**config.mk**
```make
export PLATFORM = sky130hd
export DESIGN_NAME = dcf_top
export DESIGN_NICKNAME = d
export VERILOG_FILES = /design/src/rtl/dcf_pkg.sv /design/src/rtl/dcf_fmt.sv /design/src/rtl/dcf_slot_ctrl.sv /design/src/rtl/dcf_top.sv
export SDC_FILE = /design/constraint.sdc
export NUM_CORES = 1
export LEC_CHECK = 0
export BUFFER_PORTS_ARGS = -buffer_cell sky130_fd_sc_hd__buf_2
export CORE_MARGIN = 5
export CORE_UTILIZATION = 44
export CTS_CLUSTER_DIAMETER = 150
export DETAILED_ROUTE_END_ITERATION = 10
export PLACE_DENSITY_LB_ADDON = 0.05
export SETUP_SLACK_MARGIN = 0.05
export SLEW_MARGIN = 20
export SYNTH_ARGS = -nofsm -noshare
export SYNTH_HDL_FRONTEND = slang
export SYNTH_SLANG_ARGS = --single-unit
```
**constraint.sdc**
```tcl
create_clock -name clk_i -period 1.31 [get_ports clk_i]
set_input_delay 0.393 -clock clk_i [delete_from_list [all_inputs] [get_ports clk_i]]
set_output_delay 0.393 -clock clk_i [all_outputs]
set_load 0.05 [all_outputs]
```
**src/rtl/dcf_pkg.sv**
```systemverilog
package dcf_pkg;
  typedef enum logic {
    OUT_PARALLEL = 1'b0,
    OUT_SHARED   = 1'b1
  } out_mode_e;

  localparam int unsigned NUM_CH = 2;
  localparam int unsigned CH_A   = 0;
  localparam int unsigned CH_B   = 1;
endpackage

```
**src/rtl/dcf_fmt.sv**
```systemverilog
module dcf_fmt #(
  parameter int unsigned DATA_W = 12
) (
  input  logic [DATA_W-1:0] raw_i,
  input  logic              offset_bin_i,
  output logic [DATA_W-1:0] fmt_o
);
  localparam int unsigned MSB = DATA_W - 1;

  always_comb begin
    fmt_o      = raw_i;
    fmt_o[MSB] = raw_i[MSB] ^ offset_bin_i;
  end
endmodule

```
**src/rtl/dcf_slot_ctrl.sv**
```systemverilog
module dcf_slot_ctrl
  import dcf_pkg::*;
#(
  parameter int unsigned DATA_W = 12
) (
  input  logic                 clk_i,
  input  logic                 rst_ni,
  input  logic [NUM_CH-1:0]    hit_i,
  input  logic [DATA_W-1:0]    fmt_a_i,
  input  logic [DATA_W-1:0]    fmt_b_i,
  input  out_mode_e            mode_i,
  output logic [DATA_W-1:0]    bus_a_o,
  output logic [DATA_W-1:0]    bus_b_o,
  output logic                 sync_o,
  output logic                 valid_o
);
  logic              pend_q;
  logic [DATA_W-1:0] pend_data_q;
  logic              accept;

  // no new pair while the second shared slot is owed
  assign accept = !pend_q && (|hit_i);

  always_ff @(posedge clk_i or negedge rst_ni) begin
    if (!rst_ni) begin
      bus_a_o     <= '0;
      bus_b_o     <= '0;
      sync_o      <= 1'b0;
      valid_o     <= 1'b0;
      pend_q      <= 1'b0;
      pend_data_q <= '0;
    end else begin
      valid_o <= 1'b0;
      if (pend_q) begin
        bus_a_o <= pend_data_q;
        bus_b_o <= '0;
        sync_o  <= 1'b0;
        valid_o <= 1'b1;
        pend_q  <= 1'b0;
      end else if (accept) begin
        valid_o <= 1'b1;
        if (mode_i == OUT_SHARED) begin
          bus_b_o <= '0;
          if (hit_i[CH_A]) begin
            bus_a_o     <= fmt_a_i;
            sync_o      <= 1'b1;
            pend_q      <= hit_i[CH_B];
            pend_data_q <= fmt_b_i;
          end else begin
            bus_a_o <= fmt_b_i;
            sync_o  <= 1'b0;
          end
        end else begin
          bus_a_o <= hit_i[CH_A] ? fmt_a_i : '0;
          bus_b_o <= hit_i[CH_B] ? fmt_b_i : '0;
          sync_o  <= 1'b0;
        end
      end
    end
  end

  a_r3_b_follows: assert property (@(posedge clk_i) disable iff (!rst_ni)
    pend_q |=> (valid_o && !sync_o && bus_b_o == '0));

  a_r3_a_first: assert property (@(posedge clk_i) disable iff (!rst_ni)
    (accept && mode_i == OUT_SHARED && hit_i[CH_A]) |=> (valid_o && sync_o));

  a_r9_idle_hold: assert property (@(posedge clk_i) disable iff (!rst_ni)
    !(pend_q || accept) |=> (!valid_o && $stable(sync_o) && $stable(bus_a_o) && $stable(bus_b_o)));

  a_r10_parallel_sync_low: assert property (@(posedge clk_i) disable iff (!rst_ni)
    (accept && mode_i == OUT_PARALLEL) |=> (valid_o && !sync_o));

  a_r5_disabled_b_zero: assert property (@(posedge clk_i) disable iff (!rst_ni)
    (accept && mode_i == OUT_PARALLEL && !hit_i[CH_B]) |=> bus_b_o == '0);
endmodule

```
**src/rtl/dcf_top.sv**
```systemverilog
module dcf_top
  import dcf_pkg::*;
#(
  parameter int unsigned DATA_W = 12
) (
  input  logic              clk_i,
  input  logic              rst_ni,
  input  logic [DATA_W-1:0] a_data_i,
  input  logic              a_valid_i,
  input  logic [DATA_W-1:0] b_data_i,
  input  logic              b_valid_i,
  input  logic              mux_mode_i,
  input  logic              offset_bin_i,
  input  logic [1:0]        chan_en_i,
  output logic [DATA_W-1:0] bus_a_o,
  output logic [DATA_W-1:0] bus_b_o,
  output logic              sync_o,
  output logic              valid_o
);
  logic [NUM_CH-1:0][DATA_W-1:0] raw;
  logic [NUM_CH-1:0][DATA_W-1:0] fmt;
  logic [NUM_CH-1:0]             vld;
  logic [NUM_CH-1:0]             hit;
  out_mode_e                     mode;

  assign raw[CH_A] = a_data_i;
  assign raw[CH_B] = b_data_i;
  assign vld[CH_A] = a_valid_i;
  assign vld[CH_B] = b_valid_i;
  assign mode      = out_mode_e'(mux_mode_i);

  for (genvar ch = 0; ch < NUM_CH; ch++) begin : g_ch
    assign hit[ch] = vld[ch] & chan_en_i[ch];
    dcf_fmt #(.DATA_W(DATA_W)) u_fmt (
      .raw_i        (raw[ch]),
      .offset_bin_i (offset_bin_i),
      .fmt_o        (fmt[ch])
    );
  end

  dcf_slot_ctrl #(.DATA_W(DATA_W)) u_ctrl (
    .clk_i   (clk_i),
    .rst_ni  (rst_ni),
    .hit_i   (hit),
    .fmt_a_i (fmt[CH_A]),
    .fmt_b_i (fmt[CH_B]),
    .mode_i  (mode),
    .bus_a_o (bus_a_o),
    .bus_b_o (bus_b_o),
    .sync_o  (sync_o),
    .valid_o (valid_o)
  );
endmodule

```
==> Word-level counts from Yosys, hierarchy flattened <==
Cells that the tools add are included.
{ "op_classes": {"mux": 19, "bitwise_logic": 5, "n_reduce_logical": 5} }
{ "op_table": {"columns": ["op", "count"], "rows": [
  ["2-to-1 mux 12 bit", 9],
  ["2-to-1 mux 1 bit", 10],
  ["AND reduction 4 bit", 1],
  ["bitwise AND 1 bit", 2],
  ["nonzero test 2 bit", 1],
  ["OR reduction 2 bit", 1],
  ["bitwise XOR 1 bit", 2],
  ["logical AND 1 bit", 1],
  ["zero test 1 bit", 1],
  ["NOT 1 bit", 1]
]} }
{ "word_totals": {"reg_bits": 39, "input_bits": 32, "output_inout_bits": 26, "word_cells": 35} }

==> Logic depth before layout (Yosys ltp) <==
{ "logic_depth": {"word_depth": 5, "depth_mapped": 4, "mapped_depth_nobuf": 3} }

==> Hierarchy <==
A second synthesis with hierarchy kept.
{ "hier_totals": {"hier_cells": 159, "area_unflattened_um2": 1850.5} }
{ "by_module_without_submodules": {"columns": ["module", "n_inst", "cells_each", "area_per_inst_um2", "seq_area_each_um2"], "rows": [
  ["dcf_slot_ctrl", 1, 133, 1655.3, 975.9],
  ["dcf_fmt", 2, 12, 91.3, 0.0],
  ["dcf_top", 1, 2, 12.5, 0.0]
]} }

==> Least setup slack after synthesis <==
OpenSTA, ideal clock, no wires.
{ "synth_path": {"kind": "flip-flop to flip-flop", "from": "register u_ctrl.pend_q", "to": "register u_ctrl.pend_data_q[10]", "setup_ps": 128, "arrival_time_ps": 1145, "required_time_ps": 1182, "path_slack_ps": 37, "stages_incl_launch_ff": 4, "path_buffers": 1, "synth_period_minus_slack_ps": 1273, "cell_sequence": "dfrtp_1 > nand4b_2 > buf_4 > mux2_1"} }
{ "synth_via": {"elab_chain_len": 3, "elab_cells_between_ends": 4, "classes_between": "1 x bitwise; 3 x reduce/logical"} }
{ "synth_rtl": {"columns": ["item", "line", "source"], "rows": [
  ["from (decl)", "dcf_slot_ctrl.sv:17", "logic pend_q;"],
  ["from (signal assigned)", "dcf_slot_ctrl.sv:47", "pend_q <= hit_i[CH_B];"],
  ["zero test 1 bit", "dcf_slot_ctrl.sv:22", "assign accept = !pend_q && (|hit_i);"],
  ["logical AND 1 bit", "dcf_slot_ctrl.sv:22", null],
  ["AND reduction 4 bit (no line) (*)", null, null],
  ["to (signal assigned)", "dcf_slot_ctrl.sv:48", "pend_data_q <= fmt_b_i;"],
  ["to (decl)", "dcf_slot_ctrl.sv:18", "logic [DATA_W-1:0] pend_data_q;"]
]} }
Every way passes the cells marked *; elsewhere a longest branch is shown, timed or not.
A chain may end at the register's enable or synchronous reset.

==> Worst setup path after layout <==
{ "layout_path": {"from": "register u_ctrl.pend_q", "to": "register u_ctrl.bus_a_o[6]"} }
{ "layout_via": {"elab_chain_len": 3, "elab_cells_between_ends": 4, "classes_between": "1 x mux; 3 x reduce/logical"} }
{ "layout_rtl": {"columns": ["item", "line", "source"], "rows": [
  ["zero test 1 bit", "dcf_slot_ctrl.sv:22", null],
  ["logical AND 1 bit", "dcf_slot_ctrl.sv:22", null],
  ["nonzero test 2 bit (no line)", null, null],
  ["to (signal assigned)", "dcf_slot_ctrl.sv:35", "bus_a_o <= pend_data_q;"],
  ["to (signal assigned)", "dcf_slot_ctrl.sv:45", "bus_a_o <= fmt_a_i;"],
  ["to (signal assigned)", "dcf_slot_ctrl.sv:50", "bus_a_o <= fmt_b_i;"],
  ["to (decl)", "dcf_slot_ctrl.sv:12", "output logic [DATA_W-1:0] bus_a_o,"]
]} }
Parallel ways exist; a longest one is shown, timed or not.

==> impl_metrics.json <==
{
  "place_congestion": 0.809,
  "cts_num_sinks": 39,
  "grt_pass1_wl_mm": 7.56,
  "cts_inserted_buffers": 5,
  "nFillCells": 287,
  "dp_hpwl_mm": 3.31,
  "final_util_pct": 72.0,
  "start_util_pct": 45.8,
  "combinationalPowerShare_pct": 31.4,
  "routed_wl_mm": 5.03,
  "clkSlewWorstSetupHoldPaths_ps": 70,
  "root_buffer": "clkbuf_8",
  "first_pass_iters": 4,
  "worstSetupPathType": "reg -> reg",
  "r2r_slack_ps": 10,
  "setup_violations": 0,
  "drt_first_iter_violations": 77,
  "placed_cell_area_sq_mm": 0.00217,
  "remaining_drc_errors": 0,
  "worst_pin_slew_ps": 405,
  "yosysWarnings": 0,
  "critPathCaptureType": "flop",
  "synthesis.nets": 172,
  "tritoncts": "built",
  "cts_max_level": 2,
  "cp-start-kind": "flop",
  "grt.total_usage_pct": 18.8,
  "powerDensity_mw_per_mm2": 1240,
  "grt_max_degree": 40,
  "die_x_um": 72.2,
  "antenna_found_initial": 0,
  "grt_pass1_vias": 1531,
  "dr.max_layer_used": "met4",
  "syn2layout_area_growth_pct": 57.3,
  "path_max_fanout": 6,
  "vias_per_cell": 5.53,
  "wl_met3_um": 311,
  "sw_frac_of_total_pct": 32.7,
  "wl_met2_mm": 2.70,
  "fp.dieArea_sq_mm": 0.00521,
  "detail-route-antenna-nets": 0,
  "hp-class": "in -> async",
  "die_y_um": 72.2,
  "wire_per_inst_um": 18.0,
  "status": "completed",
  "drive_above_1_share_pct": 50.2,
  "synth.distinct_cells": 25,
  "p_switching_mw": 1.09,
  "ir_worst_vdd_mv": 0.826,
  "met1_length_mm": 1.96,
  "skew_ps": 1.99,
  "reg2regPathDepth": 6,
  "layout_min_cycle_time_ps": 1300,
  "fin_hold_ws_ps": 67.3,
  "synthCells": 140,
  "slew_violations": 0,
  "clk_latency_ps": 290,
  "hold_violations": 0,
  "max_slew_margin_pct": 72.8,
  "rsz0062_at_grt": "yes",
  "r2r_end": "u_ctrl.bus_a_o[6]",
  "setup_ws_ps": 11.0,
  "final_area_sq_mm": 0.00268,
  "power_frac_seq_pct": 44.2,
  "cts_max_path_buffers": 2,
  "core_sq_mm": 0.00372,
  "syn_area_sq_mm": 0.00170,
  "syn_area_per_cell_sq_um": 12.1,
  "power.leakage_nw": 1.33,
  "synth_seq_cells": 39,
  "vias": 1543,
  "critical_path_required_ps": 1500,
  "antennaDiodeCount": 0,
  "rr_startpoint": "u_ctrl.pend_q",
  "max_cap_viol_count": 0,
  "row_count": 22,
  "intPower_mw": 2.24,
  "seq_area_frac_synth_pct": 57.4,
  "cp.arrival_ps": 1490,
  "grt-ovfl-total": 0,
  "period_share_pct": 99.2,
  "fmax_mhz": 770,
  "p_clk_share_pct": 24.5,
  "place_ws_ps": -111,
  "ios": 58,
  "setup_tns_ps": 0,
  "final_nets": 263,
  "io_buffers": 57
}
## layer usage
metal	track usage, %	up-vias
li1	-	712
met1	22.3	780
met2	32.6	43
met3	6.37	8
met4	4.80	0
met5	0	-
## final cells by class
cell class | count | area [sq um] | share of cell area [%]
flip-flops and latches | 39 | 976 | 36.5
clock inverters | 1 | 5.00 | 0.187
inverters | 1 | 3.75 | 0.140
repair buffers | 95 | 816 | 30.5
clock buffers | 6 | 82.6 | 3.09
multi-input cells | 89 | 732 | 27.4
well taps | 48 | 60.1 | 2.25
## sequential cells by signal (all words and copies together), names as in the netlist
name / flops
u_ctrl.bus_a_o: 12
u_ctrl.bus_b_o: 12
u_ctrl.pend_data_q: 12
u_ctrl.pend_q: 1
u_ctrl.sync_o: 1
u_ctrl.valid_o: 1
## synth_stat cells
cell,number,area (sq um)
buf_2,6,30.0
a22oi_1,6,45.0
a31oi_1,5,31.3
nor2b_1,6,37.5
xnor2_1,1,8.76
nand4b_2,1,15.0
nor3_1,1,5.00
clkbuf_1,4,15.0
xor2_1,1,8.76
nand2_1,10,37.5
a311oi_1,6,52.6
a21boi_0,1,7.51
a22o_1,12,105
inv_1,1,3.75
mux2_1,8,90.1
and3_1,11,68.8
a21o_1,1,7.51
mux2_2,4,45.0
a221oi_2,1,15.0
o31ai_1,6,45.0
o21ai_1,6,30.0
a2bb2oi_1,1,8.76
buf_4,1,7.51
nor2_1,1,3.75
dfrtp_1,39,976
## power groups by stage
stage / logic [mW] / clock network, mW / registers [mW]
finish: 1.04 / 0.814 / 1.47
detailed placement: 0.800 / 0 / 1.46
global route: 1.10 / 0.888 / 1.48
global placement: 0.788 / 0 / 1.45
floorplan: 0.223 / 0 / 1.75
CTS: 0.901 / 0.834 / 1.46
## timing repair
action | in CTS | in global routing
setup buffers | 1 | 17
gates cloned | 0 | 2
hold endpoints to repair | 0 | 0
hold buffers | 0 | 0
endpoints found under the setup margin | 41 | 58
gates resized for setup | 51 | 16
pin swaps | 0 | 11
## worst max-delay path, stage by stage (launching register included)
cell and delay (ps):
dfrtp_1 420, buf_6 130, a221oi_4 180, buf_6 180
clkbuf_16 160, nand2_1 50, o31ai_1 70
## metrics by stage
stage / instances / total power, mW
2_1_floorplan: 140 / 1.97
3_3_place_gp: 252 / 2.24
3_5_place_dp: 252 / 2.27
4_1_cts: 260 / 3.19
5_1_grt: 279 / 3.47
6_report: 279 / 3.33
## worst max path at each step
| stage | startpoint | endpoint | depth (start not counted) | slack (ps) |
|---|---|---|---|---|
| floorplan | u_ctrl.pend_q | u_ctrl.pend_data_q[10] | 3 | 50 |
| detailed placement | chan_en_i[0] | u_ctrl.bus_a_o[5] | 5 | -110 |
| global placement | a_valid_i | u_ctrl.bus_a_o[5] | 5 | -50 |
| CTS | u_ctrl.bus_a_o[10] | bus_a_o[10] | 1 | 20 |
| global route | u_ctrl.pend_q | u_ctrl.bus_a_o[6] | 6 | -40 |
| finish | u_ctrl.pend_q | u_ctrl.bus_a_o[6] | 6 | 10 |
## kinds of logic (layout without fill, tap and decap cells)
group	Yosys count	count (layout)	share of synthesized area [%]
AO/OA/AOI/OAI	45	45	20.5
flip-flops	39	39	57.4
AND/OR/NAND/NOR	30	30	9.86
multiplexers	12	12	7.95
buffers and inverters	12	103	3.31
XOR/XNOR	2	2	1.03
## cell usage in the layout (no fill, tap or decap), drive strengths merged
master	Yosys	layout
buf	7	93
dfrtp	39	39
a22o	12	12
mux2	12	12
and3	11	11
nand2	10	10
clkbuf	4	8
o21ai	6	6
a311oi	6	6
nor2b	6	6
o31ai	6	6
a22oi	6	6
a31oi	5	5
a221oi	1	1
inv	1	1
nand4b	1	1
nor2	1	1
nor3	1	1
xor2	1	1
a21o	1	1
xnor2	1	1
a21boi	1	1
a2bb2oi	1	1
clkinv	0	1
No activity file was read; power rests on OpenSTA's default activity.
